### src/rtl/rf_pkg.sv
package rf_pkg;
  localparam int unsigned RF_NREGS_DEF = 16;
  localparam int unsigned RF_WIDTH_DEF = 8;

  // True when address a selects register index i.
  function automatic logic rf_hit(input int unsigned a, input int unsigned i);
    return (a == i);
  endfunction

  // Low bit of a register's field inside a flattened storage vector.
  function automatic int unsigned rf_lsb(input int unsigned idx, input int unsigned w);
    return idx * w;
  endfunction
endpackage

### src/rtl/rf_wdec.sv
module rf_wdec #(
  parameter int unsigned NREGS = 16,
  parameter int unsigned AW    = 4
) (
  input  logic             clk,
  input  logic             rst,
  input  logic             wr_en,
  input  logic [AW-1:0]    wr_addr,
  output logic [NREGS-1:0] row_we
);
  import rf_pkg::*;

  for (genvar i = 0; i < NREGS; i++) begin : g_dec
    assign row_we[i] = wr_en && !rst && rf_hit(int'(wr_addr), i);
  end

  // At most one register may be enabled for writing per cycle.
  assert_one_row_R8: assert property (@(posedge clk) disable iff (rst)
    $onehot0(row_we));

  // With the enable low, no register may be enabled.
  assert_idle_no_row_R3: assert property (@(posedge clk) disable iff (rst)
    !wr_en |-> (row_we == '0));
endmodule

### src/rtl/rf_row.sv
module rf_row #(
  parameter int unsigned W = 8
) (
  input  logic         clk,
  input  logic         rst,
  input  logic         we,
  input  logic [W-1:0] d,
  output logic [W-1:0] q
);
  always_ff @(posedge clk) begin
    if (rst)     q <= '0;
    else if (we) q <= d;
  end

  // A write lands exactly one edge later.
  assert_row_load_R2: assert property (@(posedge clk) disable iff (rst)
    we |=> (q == $past(d)));

  // An unselected row keeps its value.
  assert_row_hold_R8: assert property (@(posedge clk) disable iff (rst)
    !we |=> $stable(q));
endmodule

### src/rtl/rf_rmux.sv
module rf_rmux #(
  parameter int unsigned NREGS = 16,
  parameter int unsigned W     = 8,
  parameter int unsigned AW    = 4
) (
  input  logic [NREGS*W-1:0] rows_flat,
  input  logic [AW-1:0]      addr,
  output logic [W-1:0]       data
);
  import rf_pkg::*;

  // AND-OR select: each row is gated by its own decoded hit.
  always_comb begin
    data = '0;
    for (int i = 0; i < NREGS; i++) begin
      if (rf_hit(int'(addr), i))
        data = data | rows_flat[rf_lsb(i, W) +: W];
    end
  end
endmodule

### src/rtl/rf_2r1w.sv
module rf_2r1w #(
  parameter int unsigned NREGS = rf_pkg::RF_NREGS_DEF,
  parameter int unsigned W     = rf_pkg::RF_WIDTH_DEF,
  localparam int unsigned AW   = (NREGS > 1) ? $clog2(NREGS) : 1
) (
  input  logic          clk,
  input  logic          rst,
  input  logic          wr_en,
  input  logic [AW-1:0] wr_addr,
  input  logic [W-1:0]  wr_data,
  input  logic [AW-1:0] rd0_addr,
  output logic [W-1:0]  rd0_data,
  input  logic [AW-1:0] rd1_addr,
  output logic [W-1:0]  rd1_data
);
  logic [NREGS-1:0]   row_we;
  logic [NREGS*W-1:0] rows_flat;
  logic [W-1:0]       rows_q [NREGS];

  rf_wdec #(.NREGS(NREGS), .AW(AW)) u_wdec (
    .clk(clk), .rst(rst), .wr_en(wr_en), .wr_addr(wr_addr), .row_we(row_we)
  );

  for (genvar i = 0; i < NREGS; i++) begin : g_row
    rf_row #(.W(W)) u_row (
      .clk(clk), .rst(rst), .we(row_we[i]), .d(wr_data), .q(rows_q[i])
    );
    assign rows_flat[i*W +: W] = rows_q[i];
  end

  rf_rmux #(.NREGS(NREGS), .W(W), .AW(AW)) u_rd0 (
    .rows_flat(rows_flat), .addr(rd0_addr), .data(rd0_data)
  );
  rf_rmux #(.NREGS(NREGS), .W(W), .AW(AW)) u_rd1 (
    .rows_flat(rows_flat), .addr(rd1_addr), .data(rd1_data)
  );

  // The addressed register holds the written data after the edge.
  assert_write_lands_R2: assert property (@(posedge clk) disable iff (rst)
    wr_en |=> (rows_q[$past(wr_addr)] == $past(wr_data)));

  // With the enable low, the whole file is unchanged.
  assert_idle_stable_R3: assert property (@(posedge clk) disable iff (rst)
    !wr_en |=> $stable(rows_flat));

  // Two independent muxes agree when they select the same register.
  assert_same_addr_R7: assert property (@(posedge clk) disable iff (rst)
    (rd0_addr == rd1_addr) |-> (rd0_data == rd1_data));

  // A read sampled at a write edge carries the pre-edge contents, and the
  // following cycle shows the written value when the address is held.
  assert_old_then_new_R6: assert property (@(posedge clk) disable iff (rst)
    (wr_en && (wr_addr == rd0_addr)) |=>
      ($stable(rd0_addr) -> (rd0_data == $past(wr_data))));
endmodule

### config.mk
export PLATFORM = sky130hd
export DESIGN_NAME = rf_2r1w
export DESIGN_NICKNAME = d
export VERILOG_FILES = /design/src/rtl/rf_pkg.sv /design/src/rtl/rf_wdec.sv /design/src/rtl/rf_row.sv /design/src/rtl/rf_rmux.sv /design/src/rtl/rf_2r1w.sv
export SDC_FILE = /design/constraint.sdc
export NUM_CORES = 1
export LEC_CHECK = 0
export BUFFER_PORTS_ARGS = -buffer_cell sky130_fd_sc_hd__buf_2
export CAP_MARGIN = 20
export CORE_MARGIN = 1.5
export CORE_UTILIZATION = 57
export CTS_BUF_LIST = sky130_fd_sc_hd__clkbuf_4
export CTS_CLUSTER_DIAMETER = 80
export DETAILED_ROUTE_END_ITERATION = 7
export GPL_TIMING_DRIVEN = 0
export PLACE_DENSITY = 0.72
export SLEW_MARGIN = 40
export SYNTH_ARGS = -nofsm -noshare
export SYNTH_HDL_FRONTEND = slang
export SYNTH_SLANG_ARGS = --single-unit
### constraint.sdc
create_clock -name clk -period 3.24 [get_ports clk]
set_input_delay 0.162 -clock clk [delete_from_list [all_inputs] [get_ports clk]]
set_output_delay 0.162 -clock clk [all_outputs]
set_load 0.01 [all_outputs]
=== After elaboration in Yosys (flattened, before gate mapping) ===
Index checks and enable logic that the tools add are counted.

* Output and inout port bits: 16
* Flip-flop bits (word level): 128

* Eq/ne operators: 45
* Bitwise gates (word level): 30
* Reduce and logical (&&, ||, !) cells: 21
* Mux-type cells: 32

{| class="wikitable"
|+ Operators with widths
! cell !! count
|-
| 8-bit 2-to-1 mux || 32
|-
| 8-bit OR || 30
|-
| 4-bit equality test, second input constant || 24
|-
| 4-bit by 3-bit equality test with 1-bit output, second input constant || 12
|-
| 4-bit by 2-bit equality test with 1-bit output, second input constant || 6
|-
| 1-bit logical AND || 17
|-
| 4-bit by 1-bit equality test with 1-bit output, second input constant || 3
|-
| 4-bit logical NOT || 3
|-
| 1-bit logical NOT || 1
|}

=== Longest topological paths before layout ===
* Depth after elaboration: 32
* Depth in mapped cells: 7
* Gate-level depth less buffers: 4

=== Hierarchy ===
A second synthesis with hierarchy kept.

* Cell total of the unflattened synthesis: 723
* Area, all modules: 6820.3 um^2

{| class="wikitable"
|+ Modules (own cells, without submodules)
! module !! cells an instance !! area each (um^2) !! instances !! seq. area each (um^2)
|-
| rf_row || 26 || 285.3 || 16 || 160.2
|-
| rf_rmux || 142 || 1062.3 || 2 || 0.0
|-
| rf_wdec || 23 || 131.4 || 1 || 0.0
|}

=== Worst setup path before layout ===
No wires, ideal clock.

* Kind: input -> output
* Start: input rd1_addr[2]
* End: output rd1_data[6]
* Arrival time: 1.428 ns
* Stages on the path: 5
* Path slack: 1.650 ns
* Buffers on the path: 2
* Data required time: 3.078 ns
* Cells stage by stage: buf_6 -> clkbuf_1 -> mux2i_1 -> o221ai_1 -> or4_1

* Cells in the longest elaborated chain, start to end: 32
* Elaborated cells between the ends (all ways): 47
* Classes of those cells: 15 x eq/ne; 16 x mux; 15 x bitwise; 1 x reduce/logical

{| class="wikitable"
|+ RTL lines
! item !! RTL line !! text
|-
| start, declared || rf_2r1w.sv:13 || <nowiki>input logic [AW-1:0] rd1_addr,</nowiki>
|-
| 4-bit logical NOT || rf_pkg.sv:7 || <nowiki>return (a == i);</nowiki>
|-
| 8-bit 2-to-1 mux || rf_rmux.sv:16 || <nowiki>if (rf_hit(int'(addr), i))</nowiki>
|-
| 8-bit OR || rf_rmux.sv:17 || <nowiki>data = data | rows_flat[rf_lsb(i, W) +: W];</nowiki>
|-
| 8-bit 2-to-1 mux || rf_rmux.sv:16 ||
|-
| 8-bit OR || rf_rmux.sv:17 ||
|-
| 8-bit 2-to-1 mux || rf_rmux.sv:16 ||
|-
| 8-bit OR || rf_rmux.sv:17 ||
|-
| 8-bit 2-to-1 mux || rf_rmux.sv:16 ||
|-
| (+16 left out) || n/a ||
|-
| 8-bit OR || rf_rmux.sv:17 ||
|-
| 8-bit 2-to-1 mux || rf_rmux.sv:16 ||
|-
| 8-bit OR || rf_rmux.sv:17 ||
|-
| 8-bit 2-to-1 mux || rf_rmux.sv:16 ||
|-
| 8-bit OR || rf_rmux.sv:17 ||
|-
| 8-bit 2-to-1 mux || rf_rmux.sv:16 ||
|-
| 8-bit OR || rf_rmux.sv:17 ||
|-
| 8-bit 2-to-1 mux (*) || rf_rmux.sv:16 ||
|-
| end, declared || rf_2r1w.sv:14 || <nowiki>output logic [W-1:0] rd1_data</nowiki>
|}

Mark *: on every way between the ends. The rest lies on a longest branch, timed or not.

=== Worst setup path after layout ===
* Start: register g_row[13].u_row.q[1]
* End: output rd1_data[1]

* Cells in the longest elaborated chain, start to end: 6

{| class="wikitable"
|+ RTL lines
! item !! RTL line !! text
|-
| start, declared || rf_row.sv:8 || <nowiki>output logic [W-1:0] q</nowiki>
|-
| start signal, assigned || rf_row.sv:11 || <nowiki>if (rst) q <= '0;</nowiki>
|-
| start signal, assigned || rf_row.sv:12 || <nowiki>else if (we) q <= d;</nowiki>
|-
| 8-bit OR (*) || rf_rmux.sv:17 ||
|-
| 8-bit 2-to-1 mux (*) || rf_rmux.sv:16 ||
|-
| 8-bit OR || rf_rmux.sv:17 ||
|-
| 8-bit 2-to-1 mux (*) || rf_rmux.sv:16 ||
|-
| 8-bit OR || rf_rmux.sv:17 ||
|-
| 8-bit 2-to-1 mux (*) || rf_rmux.sv:16 ||
|}

Marked as above.

==> results.json <==
{
  "run_status": "complete, but fails checks",
  "failed_checks": "design-rule violations",
  "boundaryPins": 39,
  "avgViaCountPerCell": 6.902,
  "grt-ovfl-total": 0,
  "finalInstanceArea_um2": 7528,
  "fin_tns_setup_ns": 0,
  "number_of_global_route_vias_before_repair": 6626,
  "ys_seq_area_share_pct": 37.77,
  "timing_max_transition_violations_final": 0,
  "multiInputGateArea_um2": 3831,
  "cp.required_ns": 3.08,
  "numPortBuffers": 30,
  "postSynthAreaPerCell_um2": 8.334,
  "tritoncts_num_sinks": 128,
  "crit_path_max_incr_delay_ns": 0.51,
  "cts.path.max_buffers": 2,
  "setup_viol": 0,
  "power.leakage_nw": 2.540,
  "rsz_0062_raised_after_global_routing": "no",
  "die-height_um": 112.1,
  "firstDrtPassIters": 8,
  "final_antenna_net_count": 0,
  "critical_path_class": "flip-flop to output port",
  "layout_top_registers": "g_row.u_row.q (128)",
  "nNetsFinal": 895,
  "yosysUniqueCellTypes": 37,
  "detail_route.drc_violations": 6,
  "post-route-period-util_pct": 74.46,
  "filler_cell_count": 983,
  "number_of_flip_flops_and_latches_in_the_synthesized_netlist": 128,
  "grt_first_pass_wirelength_um": 39960,
  "critical_path.max_fanout": 3,
  "wl_per_cell_um": 26.04,
  "area_growth_syn_to_layout_pct": 10.97,
  "largest-register": "g_row.u_row.q",
  "initial_utilization_pct": 58.91,
  "antenna_cells": 0,
  "fin_skew_ns": 0,
  "tightest_slew_margin_relative_to_the_limit_pct": 36.08,
  "cp-end-kind": "output port",
  "syn_inst_count": 814,
  "layout-drive-gt1-share_pct": 12.20,
  "clock_tree.root_cell": "sky130_fd_sc_hd__clkbuf_4",
  "detailed_place_hpwl_um": 19980,
  "area_inside_the_core_boundary_um2": 11520,
  "cp_data_arrival_time_ns": 2.25,
  "timing.critical_path.from_type": "flip-flop",
  "max_reg_flops": 128,
  "drt-total-wl_um": 26770,
  "cts_buffers": 17,
  "die_width_um": 112.1,
  "maxCapViolCount": 0,
  "seq_area_um2": 2562,
  "vdd.ir_drop.worst_v": 0.0004673,
  "clk-insertion-delay-late_ns": 0.58,
  "cts_tree": "built",
  "number_of_antenna_violations_at_the_first_check_in_global_routing": 0,
  "syn_nets": 837,
  "yosysWarningCount": 0,
  "cts.htree.levels": 4,
  "max_clock_freq_mhz": 414.5,
  "std_cell_rows": 39,
  "grt_use_total_pct": 43.18,
  "timing_worst_slew_pin_value_ns": 0.9588,
  "slowest_stage": "sky130_fd_sc_hd__or4_1",
  "drt_first_iter_violations": 1121,
  "min_path_type": "input port to flip-flop",
  "commonest_cells_after_routing_fill_and_taps_aside": "sky130_fd_sc_hd__dfxtp_1 (128), sky130_fd_sc_hd__nand2_1 (109), sky130_fd_sc_hd__mux2i_1 (88)",
  "endpoints_failing_hold": 0,
  "routabilityCongestion": 1.058,
  "post-cts-setup-buffer-count": 0,
  "crit_chain": "a22oi_1, o22ai_1, or4_1, buf_2",
  "post-route-min-period_ns": 2.412,
  "pin_count_of_the_biggest_net_entering_global_routing": 17,
  "die-area_um2": 12570,
  "mostFrequentLayoutCell": "sky130_fd_sc_hd__dfxtp_1",
  "total_via_count_after_detailed_routing": 7095,
  "place_area_um2": 7114,
  "clkSlewWorstSetupHoldPaths_ns": 0.12,
  "synthesis.area_um2": 6784,
  "cellPowerDensity_nw_per_um2": 424.9
}
==> worst paths after layout <==
check	from	to	slack [ns]	cells after the start
worst max-delay path	g_row[13].u_row.q[1]	rd1_data[1]	0.83	4
worst min-delay path	wr_addr[0]	g_row[8].u_row.q[7]	0.01	4
worst max register to register	g_row[15].u_row.q[2]	g_row[15].u_row.q[2]	2.39	2
worst min register to register	g_row[0].u_row.q[2]	g_row[0].u_row.q[2]	0.48	2
==> worst max-delay path, delay by kind of cell, from the launching register on <==
kind | cells | cell delay, ns
AO/OA/AOI/OAI | 2 | 0.64
AND/OR/NAND/NOR | 1 | 0.51
flip-flops | 1 | 0.35
buffers and inverters | 1 | 0.15
==> cells in the mapped netlist (all sizes together) <==
library cell  instances  share of area [%]
mux4                  8                2.7
mux2                  8                1.4
or2b                  1               0.11
o22a                  8                1.0
and2                  3               0.28
buf                  39                3.2
nor4b                 1               0.35
nand4b                1               0.13
o21ai                 8               0.59
dfxtp               128                 38
nand3b                1               0.11
clkbuf               45                2.5
or3                   3               0.28
a21oi                80                5.9
and3                  4               0.37
nor3b                 1               0.18
nand2               109                6.0
o221ai                8                1.0
o22ai                24                2.2
nor2                 70                3.9
or3b                  1               0.13
a32oi                 8                1.0
and4bb                2               0.37
mux2i                88                 13
nand3                72                5.3
o2111ai               8                1.0
nand2b                3               0.28
a22oi                56                6.2
and3b                 1               0.13
or4                   8               0.89
nor2b                17                1.6
==> routing by layer <==
| metal | part of all wire (%) | wire, µm | global-route usage (%) | vias to the layer above |
|---|---|---|---|---|
| li1 | - | - | - | 3071 |
| met1 | 38 | 10210 | 55.64 | 3358 |
| met2 | 44 | 11760 | 67.57 | 540 |
| met3 | 12 | 3119 | 10.04 | 126 |
| met4 | 6.3 | 1679 | 23.38 | 0 |
| met5 | 0 | 0 | 0 | - |
==> power by group <==
group	switching [mW]	total (mW)	leakage, nW	internal (mW)
Clock	0.660	1.28	0.170	0.620
Sequential	0.0128	1.60	1.03	1.58
Combinational	0.230	0.321	1.34	0.0904
Total	0.903	3.20	2.54	2.30
==> cell families after synthesis <==
| logic type | Yosys count | share of synthesized area (%) |
|---|---|---|
| AO/OA/AOI/OAI | 200 | 19.03 |
| buffers and inverters | 84 | 5.754 |
| flip-flops | 128 | 37.77 |
| multiplexers | 104 | 17.02 |
| AND/OR/NAND/NOR | 298 | 20.42 |
==> cell type report <==
class / instances / share of cell area, %
Sequential cell: 128 / 34.04
Buffer: 84 / 5.219
Multi-Input combinational cell: 602 / 50.89
Timing Repair Buffer: 39 / 3.191
Tap cell: 143 / 2.377
Clock inverter: 14 / 2.493
Clock buffer: 18 / 1.795
==> metrics by stage <==
| step | hold WS [ns] | cells | utilization [%] | power [mW] | worst slack, ns |
|---|---|---|---|---|---|
| 2_1_floorplan | 0.3814 | 814 | - | 1.816 | 1.650 |
| 3_3_place_gp | 0.4587 | 987 | 61.77 | 1.922 | 1.042 |
| 3_5_place_dp | 0.4668 | 987 | 61.78 | 1.929 | 1.019 |
| 4_1_cts | 0.0005981 | 1028 | 65.36 | 3.167 | 0.9016 |
| 5_1_grt | 0.04411 | 1028 | 65.37 | 3.261 | 0.8213 |
| 6_report | 0.01330 | 1028 | 65.37 | 3.199 | 0.8276 |
==> what timing repair did <==
item / CTS / global route
hold buffers: 9 / 0
gates resized for setup: 0 / 0
hold endpoints to repair: 35 / 0
Power figures use the tool's default switching activity.
